==> config.mk <==
export PLATFORM = sky130hd
export DESIGN_NAME = fuse_autoread_ctrl
export DESIGN_NICKNAME = d
export VERILOG_FILES = /design/src/rtl/fz_pkg.sv /design/src/rtl/fz_line.sv /design/src/rtl/fz_seq.sv /design/src/rtl/fz_regs.sv /design/src/rtl/fuse_autoread_ctrl.sv
export SDC_FILE = /design/constraint.sdc
export NUM_CORES = 1
export LEC_CHECK = 0
export ABC_AREA = 1
export CORE_ASPECT_RATIO = 1.75
export CORE_MARGIN = 2
export CORE_UTILIZATION = 30
export CTS_CLUSTER_SIZE = 14
export DETAILED_ROUTE_END_ITERATION = 10
export DONT_BUFFER_PORTS = 1
export PLACE_DENSITY = 0.46
export SLEW_MARGIN = 20
export SYNTH_ARGS = -nofsm -noshare
export SYNTH_HDL_FRONTEND = slang
export SYNTH_SLANG_ARGS = --single-unit
==> constraint.sdc <==
create_clock -name clk -period 10.65 [get_ports clk]
set_clock_uncertainty 0.15 [all_clocks]
set_input_delay 1.5975 -clock clk [delete_from_list [all_inputs] [get_ports clk]]
set_output_delay 1.5975 -clock clk [all_outputs]
set_load 0.01 [all_outputs]
==> src/rtl/fz_pkg.sv <==
package fz_pkg;
  localparam int NLINE = 5;

  typedef enum logic [2:0] {
    L_CS = 3'd0,
    L_PG = 3'd1,
    L_LD = 3'd2,
    L_AV = 3'd3,
    L_ST = 3'd4
  } line_e;

  localparam logic [7:0] OFS_CTRL = 8'h00;
  localparam logic [7:0] OFS_STAT = 8'h18;
  localparam logic [7:0] OFS_DATA = 8'h20;
  localparam logic [7:0] OFS_AUTO = 8'h24;
  localparam logic [7:0] OFS_PTIM = 8'h28;
  localparam logic [7:0] OFS_RTIM = 8'h3C;

  function automatic logic [31:0] rd_default(input int idx);
    logic [31:0] v;
    case (idx)
      3:       v = {16'd2, 16'd10};
      4:       v = {16'd5, 16'd8};
      default: v = {16'd0, 16'd11};
    endcase
    return v;
  endfunction
endpackage

==> src/rtl/fz_line.sv <==
module fz_line #(
  parameter int   CNT_W   = 16,
  parameter logic ACT_LOW = 1'b0
) (
  input  logic             clk,
  input  logic             rst_n,
  input  logic             busy,
  input  logic [CNT_W-1:0] cnt,
  input  logic [CNT_W-1:0] wstart,
  input  logic [CNT_W-1:0] wend,
  output logic             pin
);
  logic act;
  assign act = busy && (cnt >= wstart) && (cnt < wend);

  always_ff @(posedge clk or negedge rst_n) begin
    if (!rst_n) pin <= ACT_LOW;
    else        pin <= act ^ ACT_LOW;
  end

  // outside a sequence every pin sits at its idle level
  assert_idle_level_R1: assert property (@(posedge clk) disable iff (!rst_n)
    !busy |-> (pin == ACT_LOW));
endmodule

==> src/rtl/fz_seq.sv <==
module fz_seq import fz_pkg::*; #(
  parameter int CNT_W = 16
) (
  input  logic                        clk,
  input  logic                        rst_n,
  input  logic                        start,
  input  logic [NLINE-1:0][CNT_W-1:0] win_start,
  input  logic [NLINE-1:0][CNT_W-1:0] win_end,
  output logic                        busy,
  output logic [CNT_W-1:0]            cnt,
  output logic                        cap_pulse,
  output logic                        seq_end
);
  logic [CNT_W-1:0] max_end;

  always_comb begin
    max_end = '0;
    for (int i = 0; i < NLINE; i++)
      if (win_end[i] > max_end) max_end = win_end[i];
  end

  assign cap_pulse = busy && (cnt == win_end[L_ST]);
  assign seq_end   = busy && (cnt == max_end);

  always_ff @(posedge clk or negedge rst_n) begin
    if (!rst_n) begin
      busy <= 1'b0;
      cnt  <= '0;
    end else if (start && !busy) begin
      busy <= 1'b1;
      cnt  <= '0;
    end else if (seq_end) begin
      busy <= 1'b0;
    end else if (busy) begin
      cnt <= cnt + 1'b1;
    end
  end

  assert_cnt_bound_R6: assert property (@(posedge clk) disable iff (!rst_n)
    busy |-> (cnt <= max_end));
  assert_end_drops_R6: assert property (@(posedge clk) disable iff (!rst_n)
    seq_end |=> !busy);
  assert_cap_single_R5: assert property (@(posedge clk) disable iff (!rst_n)
    cap_pulse |=> !cap_pulse);
endmodule

==> src/rtl/fz_regs.sv <==
module fz_regs import fz_pkg::*; #(
  parameter int CNT_W = 16,
  parameter int FA_W  = 10
) (
  input  logic                        clk,
  input  logic                        rst_n,
  input  logic                        bus_wr,
  input  logic                        bus_rd,
  input  logic [7:0]                  bus_addr,
  input  logic [31:0]                 bus_wdata,
  output logic [31:0]                 bus_rdata,
  input  logic                        busy,
  input  logic                        seq_end,
  input  logic                        cap_pulse,
  input  logic [31:0]                 cap_data,
  output logic                        cmd_go,
  output logic                        user_mode,
  output logic [FA_W-1:0]             fuse_addr,
  output logic [NLINE-1:0][CNT_W-1:0] win_start,
  output logic [NLINE-1:0][CNT_W-1:0] win_end
);
  localparam int ADDR_LSB = 16;

  logic            user_q, done_q, en_q, rdreq_q;
  logic [FA_W-1:0] fa_q;
  logic [31:0]     data_q;
  logic [31:0]     rtim [NLINE];
  logic [31:0]     ptim [NLINE];

  logic wr_ctrl, wr_stat, wr_auto;
  assign wr_ctrl = bus_wr && (bus_addr == OFS_CTRL);
  assign wr_stat = bus_wr && (bus_addr == OFS_STAT);
  assign wr_auto = bus_wr && (bus_addr == OFS_AUTO);

  assign cmd_go    = wr_auto && bus_wdata[0] && bus_wdata[1] && !user_q && !busy;
  assign user_mode = user_q;
  assign fuse_addr = fa_q;

  always_ff @(posedge clk or negedge rst_n) begin
    if (!rst_n) begin
      user_q  <= 1'b1;
      done_q  <= 1'b0;
      en_q    <= 1'b0;
      rdreq_q <= 1'b0;
      fa_q    <= '0;
      data_q  <= '0;
    end else begin
      if (wr_ctrl) user_q <= bus_wdata[0];
      if (cap_pulse) begin
        done_q <= 1'b1;
        data_q <= cap_data;
      end else if (wr_stat && bus_wdata[0]) begin
        done_q <= 1'b0;
      end
      if (cmd_go) begin
        en_q    <= 1'b1;
        rdreq_q <= 1'b1;
        fa_q    <= bus_wdata[ADDR_LSB +: FA_W];
      end else if (seq_end) begin
        en_q    <= 1'b0;
        rdreq_q <= 1'b0;
      end
    end
  end

  always_ff @(posedge clk or negedge rst_n) begin
    if (!rst_n) begin
      for (int i = 0; i < NLINE; i++) begin
        rtim[i] <= rd_default(i);
        ptim[i] <= '0;
      end
    end else if (bus_wr) begin
      for (int i = 0; i < NLINE; i++) begin
        if (bus_addr == 8'(OFS_RTIM + 4*i)) rtim[i] <= bus_wdata;
        if (bus_addr == 8'(OFS_PTIM + 4*i)) ptim[i] <= bus_wdata;
      end
    end
  end

  for (genvar g = 0; g < NLINE; g++) begin : g_win
    assign win_start[g] = rtim[g][16 +: CNT_W];
    assign win_end[g]   = rtim[g][CNT_W-1:0];
  end

  always_comb begin
    bus_rdata = '0;
    if (bus_rd) begin
      case (bus_addr)
        OFS_CTRL: bus_rdata[0] = user_q;
        OFS_STAT: bus_rdata[0] = done_q;
        OFS_DATA: bus_rdata = data_q;
        OFS_AUTO: begin
          bus_rdata[31]               = busy;
          bus_rdata[ADDR_LSB +: FA_W] = fa_q;
          bus_rdata[1]                = rdreq_q;
          bus_rdata[0]                = en_q;
        end
        default: ;
      endcase
      for (int i = 0; i < NLINE; i++) begin
        if (bus_addr == 8'(OFS_RTIM + 4*i)) bus_rdata = rtim[i];
        if (bus_addr == 8'(OFS_PTIM + 4*i)) bus_rdata = ptim[i];
      end
    end
  end

  assert_busy_ignore_R7: assert property (@(posedge clk) disable iff (!rst_n)
    (busy && wr_auto) |=> $stable(fa_q));
  assert_done_on_cap_R5: assert property (@(posedge clk) disable iff (!rst_n)
    cap_pulse |=> (done_q && (data_q == $past(cap_data))));
  assert_seq_end_clears_R6: assert property (@(posedge clk) disable iff (!rst_n)
    (seq_end && !cmd_go) |=> (!en_q && !rdreq_q));
endmodule

==> src/rtl/fuse_autoread_ctrl.sv <==
module fuse_autoread_ctrl import fz_pkg::*; #(
  parameter int CNT_W = 16,
  parameter int FA_W  = 10
) (
  input  logic            clk,
  input  logic            rst_n,
  input  logic            bus_wr,
  input  logic            bus_rd,
  input  logic [7:0]      bus_addr,
  input  logic [31:0]     bus_wdata,
  output logic [31:0]     bus_rdata,
  output logic            fuse_cs_n,
  output logic            fuse_pgm_en,
  output logic            fuse_load,
  output logic            fuse_addr_en,
  output logic            fuse_strobe,
  output logic [FA_W-1:0] fuse_addr,
  input  logic [31:0]     fuse_q
);
  logic                        cmd_go, user_mode, busy, cap_pulse, seq_end;
  logic [CNT_W-1:0]            cnt;
  logic [NLINE-1:0][CNT_W-1:0] win_start, win_end;
  logic [NLINE-1:0]            pins;

  fz_regs #(.CNT_W(CNT_W), .FA_W(FA_W)) u_regs (
    .clk(clk), .rst_n(rst_n), .bus_wr(bus_wr), .bus_rd(bus_rd),
    .bus_addr(bus_addr), .bus_wdata(bus_wdata), .bus_rdata(bus_rdata),
    .busy(busy), .seq_end(seq_end), .cap_pulse(cap_pulse), .cap_data(fuse_q),
    .cmd_go(cmd_go), .user_mode(user_mode), .fuse_addr(fuse_addr),
    .win_start(win_start), .win_end(win_end)
  );

  fz_seq #(.CNT_W(CNT_W)) u_seq (
    .clk(clk), .rst_n(rst_n), .start(cmd_go),
    .win_start(win_start), .win_end(win_end),
    .busy(busy), .cnt(cnt), .cap_pulse(cap_pulse), .seq_end(seq_end)
  );

  for (genvar g = 0; g < NLINE; g++) begin : g_line
    fz_line #(.CNT_W(CNT_W), .ACT_LOW(g == int'(L_CS))) u_line (
      .clk(clk), .rst_n(rst_n), .busy(busy), .cnt(cnt),
      .wstart(win_start[g]), .wend(win_end[g]), .pin(pins[g])
    );
  end

  assign fuse_cs_n    = pins[L_CS];
  assign fuse_pgm_en  = pins[L_PG];
  assign fuse_load    = pins[L_LD];
  assign fuse_addr_en = pins[L_AV];
  assign fuse_strobe  = pins[L_ST];

  // manual mode never lets a sequence begin
  assert_user_mode_block_R2: assert property (@(posedge clk) disable iff (!rst_n)
    (user_mode && !busy) |=> !busy);
endmodule

Word level (Yosys, flattened, before mapping)
Cells that the tools add are included.
- bitwise operators: 1
- shifts and indexed selects: 0
- mux-type cells: 30
- multiply operators: 0
- divide/modulo/power cells: 0
- equal/unequal tests: 16
- reductions and logical operators: 39
- magnitude comparators: 15
- add/subtract/negate cells: 1
- operator list (kind ; count):
    $mux 32 ; 11
    $mux 16 ; 8
    $ge 16x16->1 ; 5
    $lt 16x16->1 ; 5
    $eq 8x6->1 const B ; 8
    $gt 16x16->1 ; 4
    $eq 16x16->1 ; 2
    $eq 8x7->1 const B ; 4
    $reduce_and 2->1 ; 11
    $logic_and 1x1->1 ; 21
    $pmux 10 s2 ; 1
    $add 16x1->16 const B ; 1
    $gt 16x1->1 const B ; 1
    $mux 14 ; 1
    $eq 8x5->1 const B ; 1
    $logic_not 8->1 ; 1
    $reduce_bool 2->1 ; 4
    $mux 1 ; 5
    $mux 5 ; 1
    $pmux 1 s2 ; 2
    $pmux 1 s4 ; 1
    $logic_not 1->1 ; 2
    $ne 2x1->1 const B ; 1
    $not 1->1 ; 1
- logic and storage cells: 124
- bits in latches: 0
- register bits: 387
- output and inout port bits: 47
- memories kept: 0
- bits of input ports: 76
- ROM bits: 0
- bits in writable memories: 0

Longest topological paths before layout
- word-level depth: 14
- mapped depth: 65
- depth with buffers taken out: 59

Hierarchy
A second synthesis with hierarchy kept.
- cells, all modules: 3475
- area total of the unflattened synthesis: 24977.7 µm²
- by module, submodules not included (module ; sequential area each (µm²) ; area an instance (µm²) ; cells each ; times used):
    fz_regs ; 9153.8 ; 16439.5 ; 2058 ; 1
    fz_seq ; 425.4 ; 4242.8 ; 719 ; 1
    fz_line at g_line[1].u_line ... ; 25.0 ; 858.3 ; 140 ; 3
    fz_line at g_line[4].u_line ; 25.0 ; 860.8 ; 140 ; 1
    fz_line at g_line[0].u_line ; 26.3 ; 859.6 ; 138 ; 1

Worst setup path after synthesis
Ideal clock, no wire load.
- kind: flip-flop to flip-flop
- start: register u_regs.rtim (netlist bit u_regs.win_end[3])
- end: register u_seq.cnt[10]
- buffers on the path: 6
- clock period less this slack: 7.831 ns
- setup time: 0.066 ns
- required time: 10.434 ns
- setup slack: 2.819 ns
- arrival: 7.615 ns
- cell stages (with the launch flop): 60
- cells stage by stage: dfstp_2 inv_1 ha_1 nand2_1 inv_1 nand2_1 nand2_1 nand2_1 nand2_1 nand2_1 nand2_2 nand2_2 clkbuf_1 clkbuf_1 nand2_1 o21ai_0 inv_1 ha_1 [... 24 more ...] o21ai_0 a221o_1 a21oi_1 o21ai_0 nand2_1 inv_1 clkbuf_1 nand2_1 nand3_1 nand2_1 nor2_1 nand2_1 nor2_2 nand2_4 nand2_4 buf_6 nand3_1 nand2_1
- word-level cells in the longest chain between the ends: 14
- ends and longest elaborated chain (item ; RTL line ; RTL):
    from (decl) ; fz_regs.sv:27 ; logic [31:0] rtim [NLINE];
    from (signal, indexed assignment) ; fz_regs.sv:69 ; rtim[i] <= rd_default(i);
    from (signal, indexed assignment) ; fz_regs.sv:74 ; if (bus_addr == 8'(OFS_RTIM + 4*i)) rtim[i] <= bus_wdata;
    $gt 16x1->1 ; fz_seq.sv:19 ; if (win_end[i] > max_end) max_end = win_end[i];
    $mux 16 * ; fz_seq.sv:19 ;
    $gt 16x16->1 ; fz_seq.sv:19 ;
    $mux 16 * ; fz_seq.sv:19 ;
    $gt 16x16->1 ; fz_seq.sv:19 ;
    $mux 16 * ; fz_seq.sv:19 ;
    $gt 16x16->1 ; fz_seq.sv:19 ;
    $mux 16 * ; fz_seq.sv:19 ;
    $gt 16x16->1 ; fz_seq.sv:19 ;
    $mux 16 * ; fz_seq.sv:19 ;
    $eq 16x16->1 * ; fz_seq.sv:23 ; assign seq_end = busy && (cnt == max_end);
    $logic_and 1x1->1 * ; fz_seq.sv:23 ;
    $ne 2x1->1 (no line) * ; n/a ;
    $reduce_and 2->1 (no line) * ; n/a ;
    to (signal assigned) ; fz_seq.sv:35 ; cnt <= cnt + 1'b1;
    to (decl) ; fz_seq.sv:10 ; output logic [CNT_W-1:0] cnt,
Every way passes the cells marked *; elsewhere a longest branch is shown, timed or not.
A chain may end at the register's enable or synchronous reset.

Final worst setup path
- start: register u_regs.rtim (netlist bit u_regs.win_end[1])
- end: register u_seq.cnt[3]
Same word-level chain as after synthesis.

==> impl_metrics.json <==
{
  "avgRoutedWirePerCell_um": 24.5,
  "drc": 0,
  "io_pins": 123,
  "outcome": "finished with violations",
  "syn2layout_area_growth_pct": 10.4,
  "min_path_type": "reg -> reg",
  "powerDensity_mw_per_mm2": 205,
  "violations": "slew limit",
  "antennaDiodeCount": 0,
  "synth-main-ff-cell": "dfrtp_1",
  "vias": 20032,
  "cts_hold_buf": 0,
  "cts_setup_buffers": 0,
  "setup_viol": 0,
  "path_max_fanout": 32,
  "syn_avg_cell_area_sq_um": 8.13,
  "cts_max_path_buffers": 3,
  "antenna_left": 0,
  "cts_sinks": 387,
  "synth_nets": 3138,
  "synth_warnings": 0,
  "grt_max_degree": 388,
  "htree_levels": 2,
  "synth_edf_count": 0,
  "start_util": 0.303,
  "root_buffer": "clkbuf_16",
  "rsz0062_at_grt": "false",
  "yosys.cell_count.top_type": "nand2_1",
  "maxCapViolations": 0,
  "leakagePower_nw": 11.5,
  "dr.pass1.iters": 6,
  "antenna_found_initial": 0,
  "synthCells": 2843,
  "setup_tns_ps": 0,
  "slowest_delay_ps": 580,
  "finalWeightedCongestion": 0.908,
  "drive_above_1_share": 0.0681,
  "async_flop_share": 1.00,
  "ys_types": 50,
  "synth-seq-cells": 387,
  "place.port_buffers": 0,
  "power_mw": 5.22,
  "cts_tree": "done",
  "routed_via_density": 5.24,
  "grt_pass1_vias": 20185,
  "fmax_mhz": 107,
  "synthesis.area_sq_mm": 0.0231,
  "worstPathRequired_ps": 11010,
  "cts_buffers": 39,
  "path_class": "reg -> reg",
  "clk_transition_reported_paths_ps": 80,
  "wirelength_um": 93700,
  "die_h_um": 371,
  "hold_slack_ps": 330,
  "design_area_sq_mm": 0.0255,
  "grt_pass1_wl_um": 137000,
  "slew_violations": 158,
  "arrival_ps": 9710,
  "rows": 134,
  "dieArea_sq_mm": 0.0794,
  "cts_resized": 0,
  "start_kind": "flop",
  "synth_top_area_frac": 0.401,
  "crit_slowest_cell": "inv_1",
  "ys_top_cells_by_count": "705 x nand2_1, 467 x o21ai_0, 370 x dfrtp_1",
  "placed_area_sq_mm": 0.0241,
  "path_common_cell": "nand2_1",
  "core_area_sq_mm": 0.0763,
  "grt_usage": 0.239,
  "vdd_ir_drop_max_mv": 0.0967,
  "die_w_um": 214,
  "utilization": 0.334,
  "synth_area_leader_cell": "dfrtp_1",
  "overflow": 0,
  "worst_pin_slew_ps": 2050,
  "period_share": 0.878,
  "synthTopCellsByArea": "dfrtp_1 40%, ha_1 12%, nand2_1 11%",
  "final_nets": 3070,
  "period_minus_slack_ps": 9360,
  "post-dp-hpwl_um": 68400,
  "drt-initial-drc-count": 1296,
  "finalHoldViolCount": 0,
  "clk-insertion-delay-late_ps": 570,
  "relSlewSlack": -0.367,
  "end_kind": "flop",
  "yosysSeqAreaShare": 0.420
}
per-stage QoR:
step	std cells	worst slack, ps
3_5_place_dp	3754	1330
4_1_cts	3826	1310
2_1_floorplan	2843	2820
6_report	3826	1290
3_3_place_gp	3754	1520
5_1_grt	3826	134
worst max-delay path, delay by kind of cell (launching register included):
family	cells	cell delay, ps
DFF	1	570
and+or+nand+nor	29	3590
adders and majority gates	4	1200
buffers and inverters	6	1390
AOI/OAI and AO/OA	13	2370
where the power goes:
group          switching [mW]  internal [mW]  total [mW]  leakage [nW]
clock network           0.653          0.846        1.50         0.672
registers               0.111           1.62        1.73          5.19
logic                    1.32          0.669        1.99          5.62
total                    2.08           3.13        5.22          11.5
final cells by class:
type,count,area [sq um]
fill,8062,50800
multi-input combinational,2016,11800
tap,1020,1280
clock buffer,53,1130
sequential,387,9710
timing repair buffer,36,270
clock inverter,19,216
inverter,295,1110
path summary, 6_finish.rpt:
path,start,to,slack (ps),depth (start not counted)
worst min-delay path,u_regs.ptim[3]$_DFFE_PN0P_,u_regs.ptim[3]$_DFFE_PN0P_,330,2
max in group asynchronous,rst_n,u_regs.win_end[37]$_DFFE_PN0P_,8150,0
min in group asynchronous,rst_n,u_regs.ptim[21]$_DFFE_PN0P_,610,0
worst max register to register,u_regs.win_end[1]$_DFFE_PN1P_,u_seq.cnt[3]$_DFFE_PN0P_,1290,52
worst min register to register,u_regs.ptim[3]$_DFFE_PN0P_,u_regs.ptim[3]$_DFFE_PN0P_,330,2
worst max-delay path,u_regs.win_end[1]$_DFFE_PN1P_,u_seq.cnt[3]$_DFFE_PN0P_,1290,52
layout by cell type, fill, tap and decap left out, types with 11 or more instances in the layout:
cell type  netlist  layout
nand2_1        705     695
o21ai_0        467     467
dfrtp_1        370     370
inv_1          292     292
ha_1           219     219
nand3_1        181     181
a21oi_1        103     103
a221oi_1        45      45
nor2_1          49      44
clkbuf_16        0      40
buf_4            1      36
mux2_2          32      32
a41oi_1         31      31
o211ai_1        27      27
nand4_1         25      25
dfstp_2         17      17
nor3_1          16      14
o2111ai_1       11      11
xor2_1          11      11
clkinv_2         0      11
state kept, by name, summed over array words and instances, names as in the netlist:
name / flops
g_line.u_line.pin: 5
u_regs.data_q: 32
u_regs.done_q: 1
u_regs.en_q: 1
u_regs.fuse_addr: 10
u_regs.ptim: 160
u_regs.user_mode: 1
u_regs.win_end: 80
u_regs.win_start: 80
u_seq.busy: 1
u_seq.cnt: 16
metal layers:
metal,vias up,share of wire,wire length [um],GRT usage
met2,499,0.56,52900,0.470
met3,199,0.027,2580,0.0194
li1,9572,-,-,-
met4,0,0.074,6950,0.153
met5,-,0,0,0
met1,9762,0.33,31300,0.235
cell families after synthesis:
group           synth area share
xor+xnor                 0.00455
flops                      0.420
mux                       0.0156
compound gates             0.184
simple gates               0.184
buf+inv                   0.0729
fa+ha+maj                  0.119
Power figures use the tool's default switching activity.
